### src/rtl/spie_pkg.sv
`timescale 1ns/1ps
package spie_pkg;
  localparam logic [7:0] A_VERSION = 8'h00;
  localparam logic [7:0] A_SRST    = 8'h40;
  localparam logic [7:0] A_IRQ_EN  = 8'h80;
  localparam logic [7:0] A_IRQ_PND = 8'h84;
  localparam logic [7:0] A_IRQ_SRC = 8'h88;
  localparam logic [7:0] A_SYNC    = 8'hC0;
  localparam logic [7:0] A_CMD_RM  = 8'hD0;
  localparam logic [7:0] A_SDO_RM  = 8'hD4;
  localparam logic [7:0] A_SDI_LV  = 8'hD8;
  localparam logic [7:0] A_CMD_WR  = 8'hE0;
  localparam logic [7:0] A_SDO_WR  = 8'hE4;
  localparam logic [7:0] A_SDI_POP = 8'hE8;
  localparam logic [7:0] A_SDI_PK  = 8'hEC;

  localparam int NCAUSE = 4;
  typedef enum int {C_CMD_LOW = 0, C_SDO_LOW = 1, C_SDI_HIGH = 2, C_SYNC = 3} cause_e;
endpackage

### src/rtl/spie_fifo.sv
`timescale 1ns/1ps
module spie_fifo #(
  parameter int W     = 8,
  parameter int DEPTH = 4,
  localparam int LW = $clog2(DEPTH + 1),
  localparam int AW = (DEPTH > 1) ? $clog2(DEPTH) : 1
) (
  input  logic          clk,
  input  logic          rst_n,
  input  logic          flush,
  input  logic          wr_en,
  input  logic [W-1:0]  wr_data,
  input  logic          rd_en,
  output logic [W-1:0]  rd_data,
  output logic          empty,
  output logic          full,
  output logic [LW-1:0] level
);
  logic [W-1:0]  mem [DEPTH];
  logic [AW-1:0] wptr, rptr;
  logic [LW-1:0] cnt;
  logic          do_wr, do_rd;

  function automatic logic [AW-1:0] step(input logic [AW-1:0] p);
    return (p == AW'(DEPTH - 1)) ? '0 : p + AW'(1);
  endfunction

  assign full  = (cnt == LW'(DEPTH));
  assign empty = (cnt == '0);
  assign do_wr = wr_en && !full && !flush;
  assign do_rd = rd_en && !empty && !flush;
  assign level = cnt;
  assign rd_data = mem[rptr];

  always_ff @(posedge clk) begin
    if (do_wr) mem[wptr] <= wr_data;
  end

  always_ff @(posedge clk or negedge rst_n) begin
    if (!rst_n) begin
      wptr <= '0;
      rptr <= '0;
      cnt  <= '0;
    end else if (flush) begin
      wptr <= '0;
      rptr <= '0;
      cnt  <= '0;
    end else begin
      if (do_wr) wptr <= step(wptr);
      if (do_rd) rptr <= step(rptr);
      cnt <= cnt + LW'(do_wr) - LW'(do_rd);
    end
  end
endmodule

### src/rtl/spie_irq.sv
`timescale 1ns/1ps
module spie_irq
  import spie_pkg::*;
(
  input  logic              clk,
  input  logic              rst_n,
  input  logic [NCAUSE-2:0] lvl_cause,
  input  logic              sync_set,
  input  logic              clr_we,
  input  logic [NCAUSE-1:0] clr_mask,
  input  logic              en_we,
  input  logic [NCAUSE-1:0] en_val,
  output logic [NCAUSE-1:0] pending,
  output logic [NCAUSE-1:0] enable,
  output logic [NCAUSE-1:0] source,
  output logic              irq
);
  logic sync_hold;

  always_ff @(posedge clk or negedge rst_n) begin
    if (!rst_n) begin
      sync_hold <= 1'b0;
      enable    <= '0;
    end else begin
      if (sync_set)                       sync_hold <= 1'b1;
      else if (clr_we && clr_mask[C_SYNC]) sync_hold <= 1'b0;
      if (en_we) enable <= en_val;
    end
  end

  assign pending = {sync_hold, lvl_cause};
  assign source  = pending & enable;
  assign irq     = |source;
endmodule

### src/rtl/spie_regfront.sv
`timescale 1ns/1ps
module spie_regfront
  import spie_pkg::*;
#(
  parameter int         CMD_W      = 16,
  parameter int         BYTE_W     = 8,
  parameter int         SYNC_W     = 8,
  parameter int         CMD_DEPTH  = 4,
  parameter int         SDO_DEPTH  = 4,
  parameter int         SDI_DEPTH  = 4,
  parameter int         CMD_AE_LVL = 1,
  parameter int         SDO_AE_LVL = 1,
  parameter int         SDI_AF_LVL = 3,
  parameter logic [7:0] VER_MINOR  = 8'h00,
  parameter logic [7:0] VER_PATCH  = 8'h61
) (
  input  logic              clk,
  input  logic              rst_n,
  input  logic              bus_wr,
  input  logic              bus_rd,
  input  logic [7:0]        bus_addr,
  input  logic [31:0]       bus_wdata,
  output logic [31:0]       bus_rdata,
  output logic              cmd_valid,
  input  logic              cmd_ready,
  output logic [CMD_W-1:0]  cmd_data,
  output logic              sdo_valid,
  input  logic              sdo_ready,
  output logic [BYTE_W-1:0] sdo_data,
  input  logic              sdi_valid,
  output logic              sdi_ready,
  input  logic [BYTE_W-1:0] sdi_data,
  input  logic              sync_valid,
  input  logic [SYNC_W-1:0] sync_id,
  output logic              engine_rst,
  output logic              irq
);
  localparam int CMD_LW = $clog2(CMD_DEPTH + 1);
  localparam int SDO_LW = $clog2(SDO_DEPTH + 1);
  localparam int SDI_LW = $clog2(SDI_DEPTH + 1);

  logic                srst;
  logic [SYNC_W-1:0]   last_sync;
  logic                cmd_empty, cmd_full, sdo_empty, sdo_full, sdi_empty, sdi_full;
  logic [CMD_LW-1:0]   cmd_lvl, cmd_room;
  logic [SDO_LW-1:0]   sdo_lvl, sdo_room;
  logic [SDI_LW-1:0]   sdi_lvl;
  logic [BYTE_W-1:0]   sdi_head;
  logic [NCAUSE-1:0]   pend, en, src;
  logic [NCAUSE-2:0]   lvl_cause;
  logic [31:0]         rd_mux;
  logic                wr_hit_cmd, wr_hit_sdo, rd_hit_pop;
  logic                unused_wdata;

  assign unused_wdata = ^bus_wdata[31:CMD_W];

  // soft reset holds the sequencer and queues idle
  always_ff @(posedge clk or negedge rst_n) begin
    if (!rst_n)                             srst <= 1'b1;
    else if (bus_wr && bus_addr == A_SRST)  srst <= bus_wdata[0];
  end
  assign engine_rst = srst;

  assign wr_hit_cmd = bus_wr && (bus_addr == A_CMD_WR) && !srst;
  assign wr_hit_sdo = bus_wr && (bus_addr == A_SDO_WR) && !srst;
  assign rd_hit_pop = bus_rd && (bus_addr == A_SDI_POP);

  spie_fifo #(.W(CMD_W), .DEPTH(CMD_DEPTH)) u_cmdq (
    .clk(clk), .rst_n(rst_n), .flush(srst),
    .wr_en(wr_hit_cmd), .wr_data(bus_wdata[CMD_W-1:0]),
    .rd_en(cmd_valid && cmd_ready), .rd_data(cmd_data),
    .empty(cmd_empty), .full(cmd_full), .level(cmd_lvl));

  spie_fifo #(.W(BYTE_W), .DEPTH(SDO_DEPTH)) u_sdoq (
    .clk(clk), .rst_n(rst_n), .flush(srst),
    .wr_en(wr_hit_sdo), .wr_data(bus_wdata[BYTE_W-1:0]),
    .rd_en(sdo_valid && sdo_ready), .rd_data(sdo_data),
    .empty(sdo_empty), .full(sdo_full), .level(sdo_lvl));

  spie_fifo #(.W(BYTE_W), .DEPTH(SDI_DEPTH)) u_sdiq (
    .clk(clk), .rst_n(rst_n), .flush(srst),
    .wr_en(sdi_valid && sdi_ready), .wr_data(sdi_data),
    .rd_en(rd_hit_pop), .rd_data(sdi_head),
    .empty(sdi_empty), .full(sdi_full), .level(sdi_lvl));

  // streams are gated during the cycle between reset request and flush
  assign cmd_valid = !cmd_empty && !srst;
  assign sdo_valid = !sdo_empty && !srst;
  assign sdi_ready = !sdi_full && !srst;

  assign cmd_room = CMD_LW'(CMD_DEPTH) - cmd_lvl;
  assign sdo_room = SDO_LW'(SDO_DEPTH) - sdo_lvl;

  // watermark causes follow the fill level directly
  assign lvl_cause[C_CMD_LOW]  = (cmd_lvl <= CMD_LW'(CMD_AE_LVL));
  assign lvl_cause[C_SDO_LOW]  = (sdo_lvl <= SDO_LW'(SDO_AE_LVL));
  assign lvl_cause[C_SDI_HIGH] = (sdi_lvl >= SDI_LW'(SDI_AF_LVL));

  always_ff @(posedge clk or negedge rst_n) begin
    if (!rst_n)                   last_sync <= '0;
    else if (sync_valid && !srst) last_sync <= sync_id;
  end

  spie_irq u_irq (
    .clk(clk), .rst_n(rst_n), .lvl_cause(lvl_cause),
    .sync_set(sync_valid && !srst),
    .clr_we(bus_wr && bus_addr == A_IRQ_PND), .clr_mask(bus_wdata[NCAUSE-1:0]),
    .en_we(bus_wr && bus_addr == A_IRQ_EN), .en_val(bus_wdata[NCAUSE-1:0]),
    .pending(pend), .enable(en), .source(src), .irq(irq));

  always_comb begin
    rd_mux = '0;
    case (bus_addr)
      A_VERSION: rd_mux = {8'h00, 8'h01, VER_MINOR, VER_PATCH};
      A_SRST:    rd_mux = 32'(srst);
      A_IRQ_EN:  rd_mux = 32'(en);
      A_IRQ_PND: rd_mux = 32'(pend);
      A_IRQ_SRC: rd_mux = 32'(src);
      A_SYNC:    rd_mux = 32'(last_sync);
      A_CMD_RM:  rd_mux = 32'(cmd_room);
      A_SDO_RM:  rd_mux = 32'(sdo_room);
      A_SDI_LV:  rd_mux = 32'(sdi_lvl);
      A_SDI_POP,
      A_SDI_PK:  rd_mux = sdi_empty ? 32'h0 : 32'(sdi_head);
      default:   rd_mux = '0;
    endcase
  end

  always_ff @(posedge clk or negedge rst_n) begin
    if (!rst_n)      bus_rdata <= '0;
    else if (bus_rd) bus_rdata <= rd_mux;
  end
endmodule

### config.mk
export PLATFORM = sky130hd
export DESIGN_NAME = spie_regfront
export DESIGN_NICKNAME = d
export VERILOG_FILES = /design/src/rtl/spie_pkg.sv /design/src/rtl/spie_fifo.sv /design/src/rtl/spie_irq.sv /design/src/rtl/spie_regfront.sv
export SDC_FILE = /design/constraint.sdc
export NUM_CORES = 1
export LEC_CHECK = 0
export BUFFER_PORTS_ARGS = -buffer_cell sky130_fd_sc_hd__buf_2
export CORE_MARGIN = 2
export CORE_UTILIZATION = 45
export CTS_BUF_LIST = sky130_fd_sc_hd__clkbuf_4 sky130_fd_sc_hd__clkbuf_8
export CTS_CLUSTER_SIZE = 30
export DETAILED_ROUTE_END_ITERATION = 6
export GPL_TIMING_DRIVEN = 0
export PLACE_DENSITY = 0.68
export RECOVER_POWER = 50
export SETUP_SLACK_MARGIN = 0.4
export SYNTH_ARGS = -nofsm -noshare
export SYNTH_HDL_FRONTEND = slang
export SYNTH_SLANG_ARGS = --single-unit
### constraint.sdc
create_clock -name clk -period 2.45 [get_ports clk]
set_input_delay 0.1225 -clock clk [delete_from_list [all_inputs] [get_ports clk]]
set_output_delay 0.1225 -clock clk [all_outputs]
set_load 0.1 [all_outputs]
==> summary.txt <==
Power and ir drop
  • Power density cells: approximately 1100 nW/um2
  • Worst vdd rail ir drop: 0.780 mV
  • Static Leak: between 3 and 4 nW

Worst setup path
  • Flop2flop setup slack: roughly 0.11 ns
  • CP endpoint: u_sdiq.level[1]
  • CP Launch Type: register
  • Critical Path End Type: register
  • Reg-to-Reg End: u_sdiq.level[1]
  • Reg-to-reg startpoint: u_sdiq.level[1]
  • WP data arrival: between 2 and 3 ns
  • CP Cell Sequence: nor3_4 > or4_4 > nor4_4 > ha_1 > inv_1 > ha_2 > inv_2 > fa_2 > nor2_1
  • Reg2Reg Depth: 9
  • Delay of the slowest critical-path stage: 0.51 ns
  • CP max stage cell: fa_2
  • Worst Setup SP: u_sdiq.level[1]
  • CP Max Fanout: 3
  • Critical setup path kind: register to register
  • WP data required: around 2.8 ns

Routing
  • Initial DRC Count: approximately 370
  • Vias: between 4,000 and 5,000
  • DRC Markers: 0
  • Post-Route WL: around 17,000 um
  • Drt first pass iters: 5
  • WL/cell: 18.5 um
  • Antenna Nets Post-Route: 0
  • Vias per std cell: just over 5

Synth
  • #FFs+latches synth: roughly 170
  • Synth async-reset ratio: 0.256
  • Synth top area cells: edfxtp_1, dfrtp_1, mux4_2
  • Netlist cell types: between 60 and 70
  • Mapped Area: between 7000 and 8000 um2
  • Top cell type's share of synthesized area: 0.496
  • Seq/Total Area, Yosys: 0.638
  • Syn Inst Count: slightly below 500
  • Mean Syn Cell Area: 15.8 um2
  • Cell taking the most area after synthesis: edfxtp_1
  • Ys Warns: 0
  • Prevailing post-synth register cell: edfxtp_1
  • EDFF count, synth: ~130

Timing
  • Fin crit period: 2.34 ns
  • Hold Slack: -0.0692 ns
  • Worst Skew: roughly 0.015 ns
  • Max-slew headroom: 0.202
  • Final Hold Violating Endpoints: 2
  • Unrepaired setup endpoints after global routing: true
  • Tcrit/Tclk final: 0.957
  • Slew Limit Fails: 0
  • Fmax: 0.427 GHz
  • Final setup vio count: 0
  • Worst setup margin: 0.106 ns
  • Slew @ Worst Pin: about 1.2 ns

Floorplanning
  • Ports: between 100 and 150
  • Die H: 135 um
  • CORE AREA: 16,700 um2
  • Die area: approximately 18,000 um2
  • Site Rows: 47
  • Die W: between 100 and 150 um
  • Initial core utilization: 0.464

Global route
  • Aggregate global-route resource usage: 0.190
  • Vias in the first global route: 4,960
  • Antenna violations before repair: 0
  • Largest net degree at the start of global routing: 45
  • First-pass GRT wire length: 26,200 um
  • Remaining Overflow, GRT: 0

Layout
  • Final core utilization: 0.606
  • Area taken by multi-input logic gates: approximately 2800 um2
  • Layout cells sized above 1: 0.381
  • NumNets Final: ~800
  • Filler Cells Inserted: approximately 1,300
  • Syn-to-layout area delta: 30.6%
  • Sequential cell area: about 5000 um2
  • Non-filler cells, final: 929
  • Antenna diode count: 0
  • Cell area after layout: between 10,000 and 15,000 um2

Clock network
  • CTS root buffer: clkbuf_8
  • CTS Buf Count: 17
  • Clock sink total: ~170
  • Clk buf depth: 2
  • Clock H-tree levels: 4
  • Hold buffers post-CTS: 36
  • Clock slew at reported path FFs: approximately 0.10 ns
  • CTS tree: built
  • Clock latency on the worst-skew pair: between 0.4 and 0.5 ns

Placed design
  • Placed instance count: 817
  • Placed cell area: 8700 um2
  • Pre-CTS setup slack: -0.373 ns
  • PortBufs: 84
  • GP Congestion: approximately 0.9
  • Final HPWL DP: between 10,000 and 15,000 um

Flow run
  • Max-Cap Viols: 0

Outcome
  • Failing checks: hold timing
  • Outcome: finished with violations

Worst hold path
  • WHS Path Cells: 2
  • HP Class: input pin to register
==> final cells by class <==
class,count,share of cell area
flip-flops and latches,172,0.489
multi-input cells,278,0.274
repair buffers,160,0.126
plain buffers,43,0.0357
well taps,220,0.0272
clock buffers,19,0.0246
clock inverters,13,0.0147
inverters,24,0.00890
==> per-layer routing <==
layer | vias up | wire, um | global-route usage
li1 | 2234 | - | -
met4 | 0 | 197 | 0.0625
met1 | 2417 | 7050 | 0.225
met2 | 138 | 9070 | 0.347
met3 | 19 | 852 | 0.0389
met5 | - | 0 | 0
==> what timing repair did <==
item / in CTS / in global routing
endpoints found under the setup margin: 130 / 131
resized for setup: 56 / 61
buffers inserted: 20 / 18
cloned: 4 / 2
hold endpoints to repair: 178 / 2
pin swaps: 14 / 8
==> critical path, delay by kind of cell, from the launching register on <==
kind	cells	cell delay [ns]
flops	1	0.42
fa+ha+maj	3	0.96
buf+inv	2	0.10
simple gates	4	0.73
==> kinds of logic (layout without fill, tap and decap cells) <==
logic type / after synthesis / count (layout) / synth area share
DFF: 172 / 172 / 0.638
and+or+nand+nor: 111 / 115 / 0.0831
buffers and inverters: 67 / 259 / 0.0465
muxes: 51 / 51 / 0.120
AOI/OAI and AO/OA: 49 / 49 / 0.0458
adders and majority gates: 37 / 37 / 0.0626
xor gates and xnor gates: 3 / 3 / 0.00339
other: 1 / 23 / 0.000484
==> worst min path at each step <==
stage,startpoint,to
after CTS,bus_rd,bus_rdata[6]
after detailed placement,sdi_data[2],u_sdiq.mem[1][2]
final,bus_rd,bus_rdata[6]
after global routing,bus_rd,bus_rdata[6]
after global placement,sdi_data[2],u_sdiq.mem[1][2]
after floorplan,rst_n,bus_rdata[0]
==> cell usage after synthesis, types with 4 or more instances <==
master     count
and2_2         4
nor2b_1        7
o2bb2ai_1      5
nor2_1        22
and3_1         4
buf_2          5
a22oi_1        5
buf_4         25
mux2i_1        4
clkbuf_1      10
dfrtp_1       43
inv_1         23
nor4_1         4
nor3_1         6
ha_1          34
nand2_1       26
and2_1         8
nand3b_1       5
nand3_1        7
mux4_2        32
o31ai_1        7
edfxtp_1     128
mux2_2        15
a21oi_1        8
==> flip-flops by register name, indices dropped and copies added, names as in the netlist, 2 cells and up <==
name and cells:
u_cmdq.mem 64, u_sdiq.mem 32, u_sdoq.mem 32, bus_rdata 9, last_sync 8, u_irq.enable 4
u_cmdq.level 3, u_sdiq.level 3, u_sdoq.level 3, u_cmdq.rptr 2, u_cmdq.wptr 2, u_sdiq.rptr 2
u_sdiq.wptr 2, u_sdoq.rptr 2, u_sdoq.wptr 2
==> per-stage QoR <==
step | hold slack [ns] | setup TNS (ns) | power, mW
floorplan | -0.173 | -0.600 | 7.05
global placement | 0.331 | -0.667 | 7.65
detailed placement | 0.341 | -0.896 | 7.76
CTS | -0.110 | 0 | 10.3
global route | -0.0978 | 0 | 11.1
finish | -0.0692 | 0 | 10.7
==> where the power goes <==
group	total, mW	internal, mW	switching [mW]
Combinational	5.07	1.86	3.21
Clock	1.99	0.871	1.12
Sequential	3.61	3.43	0.176
Total	10.7	6.17	4.51
==> cells in the final DEF (no fill, tap or decap), types with 4 or more instances in the layout <==
master | netlist | routed
edfxtp_1 | 128 | 128
buf_4 | 25 | 66
clkbuf_1 | 10 | 40
dfrtp_1 | 43 | 40
dlygate4sd3_1 | 0 | 36
mux4_2 | 32 | 32
ha_1 | 34 | 27
buf_2 | 5 | 26
nand2_1 | 26 | 24
conb_1 | 1 | 23
nor2_1 | 22 | 20
clkbuf_8 | 0 | 19
mux2_2 | 15 | 15
buf_6 | 1 | 15
inv_1 | 23 | 13
and2_4 | 0 | 12
inv_2 | 0 | 10
buf_12 | 0 | 9
nor2b_1 | 7 | 7
nand3_1 | 7 | 7
a21oi_1 | 8 | 7
o31ai_1 | 7 | 6
ha_4 | 0 | 6
clkbuf_4 | 0 | 5
nor3_1 | 6 | 5
nand3b_1 | 5 | 5
o2bb2ai_1 | 5 | 5
and2_1 | 8 | 4
and3_2 | 0 | 4
mux2i_1 | 4 | 4
a22oi_1 | 5 | 4
inv_8 | 0 | 4
No activity file was read; power rests on OpenSTA's default activity.
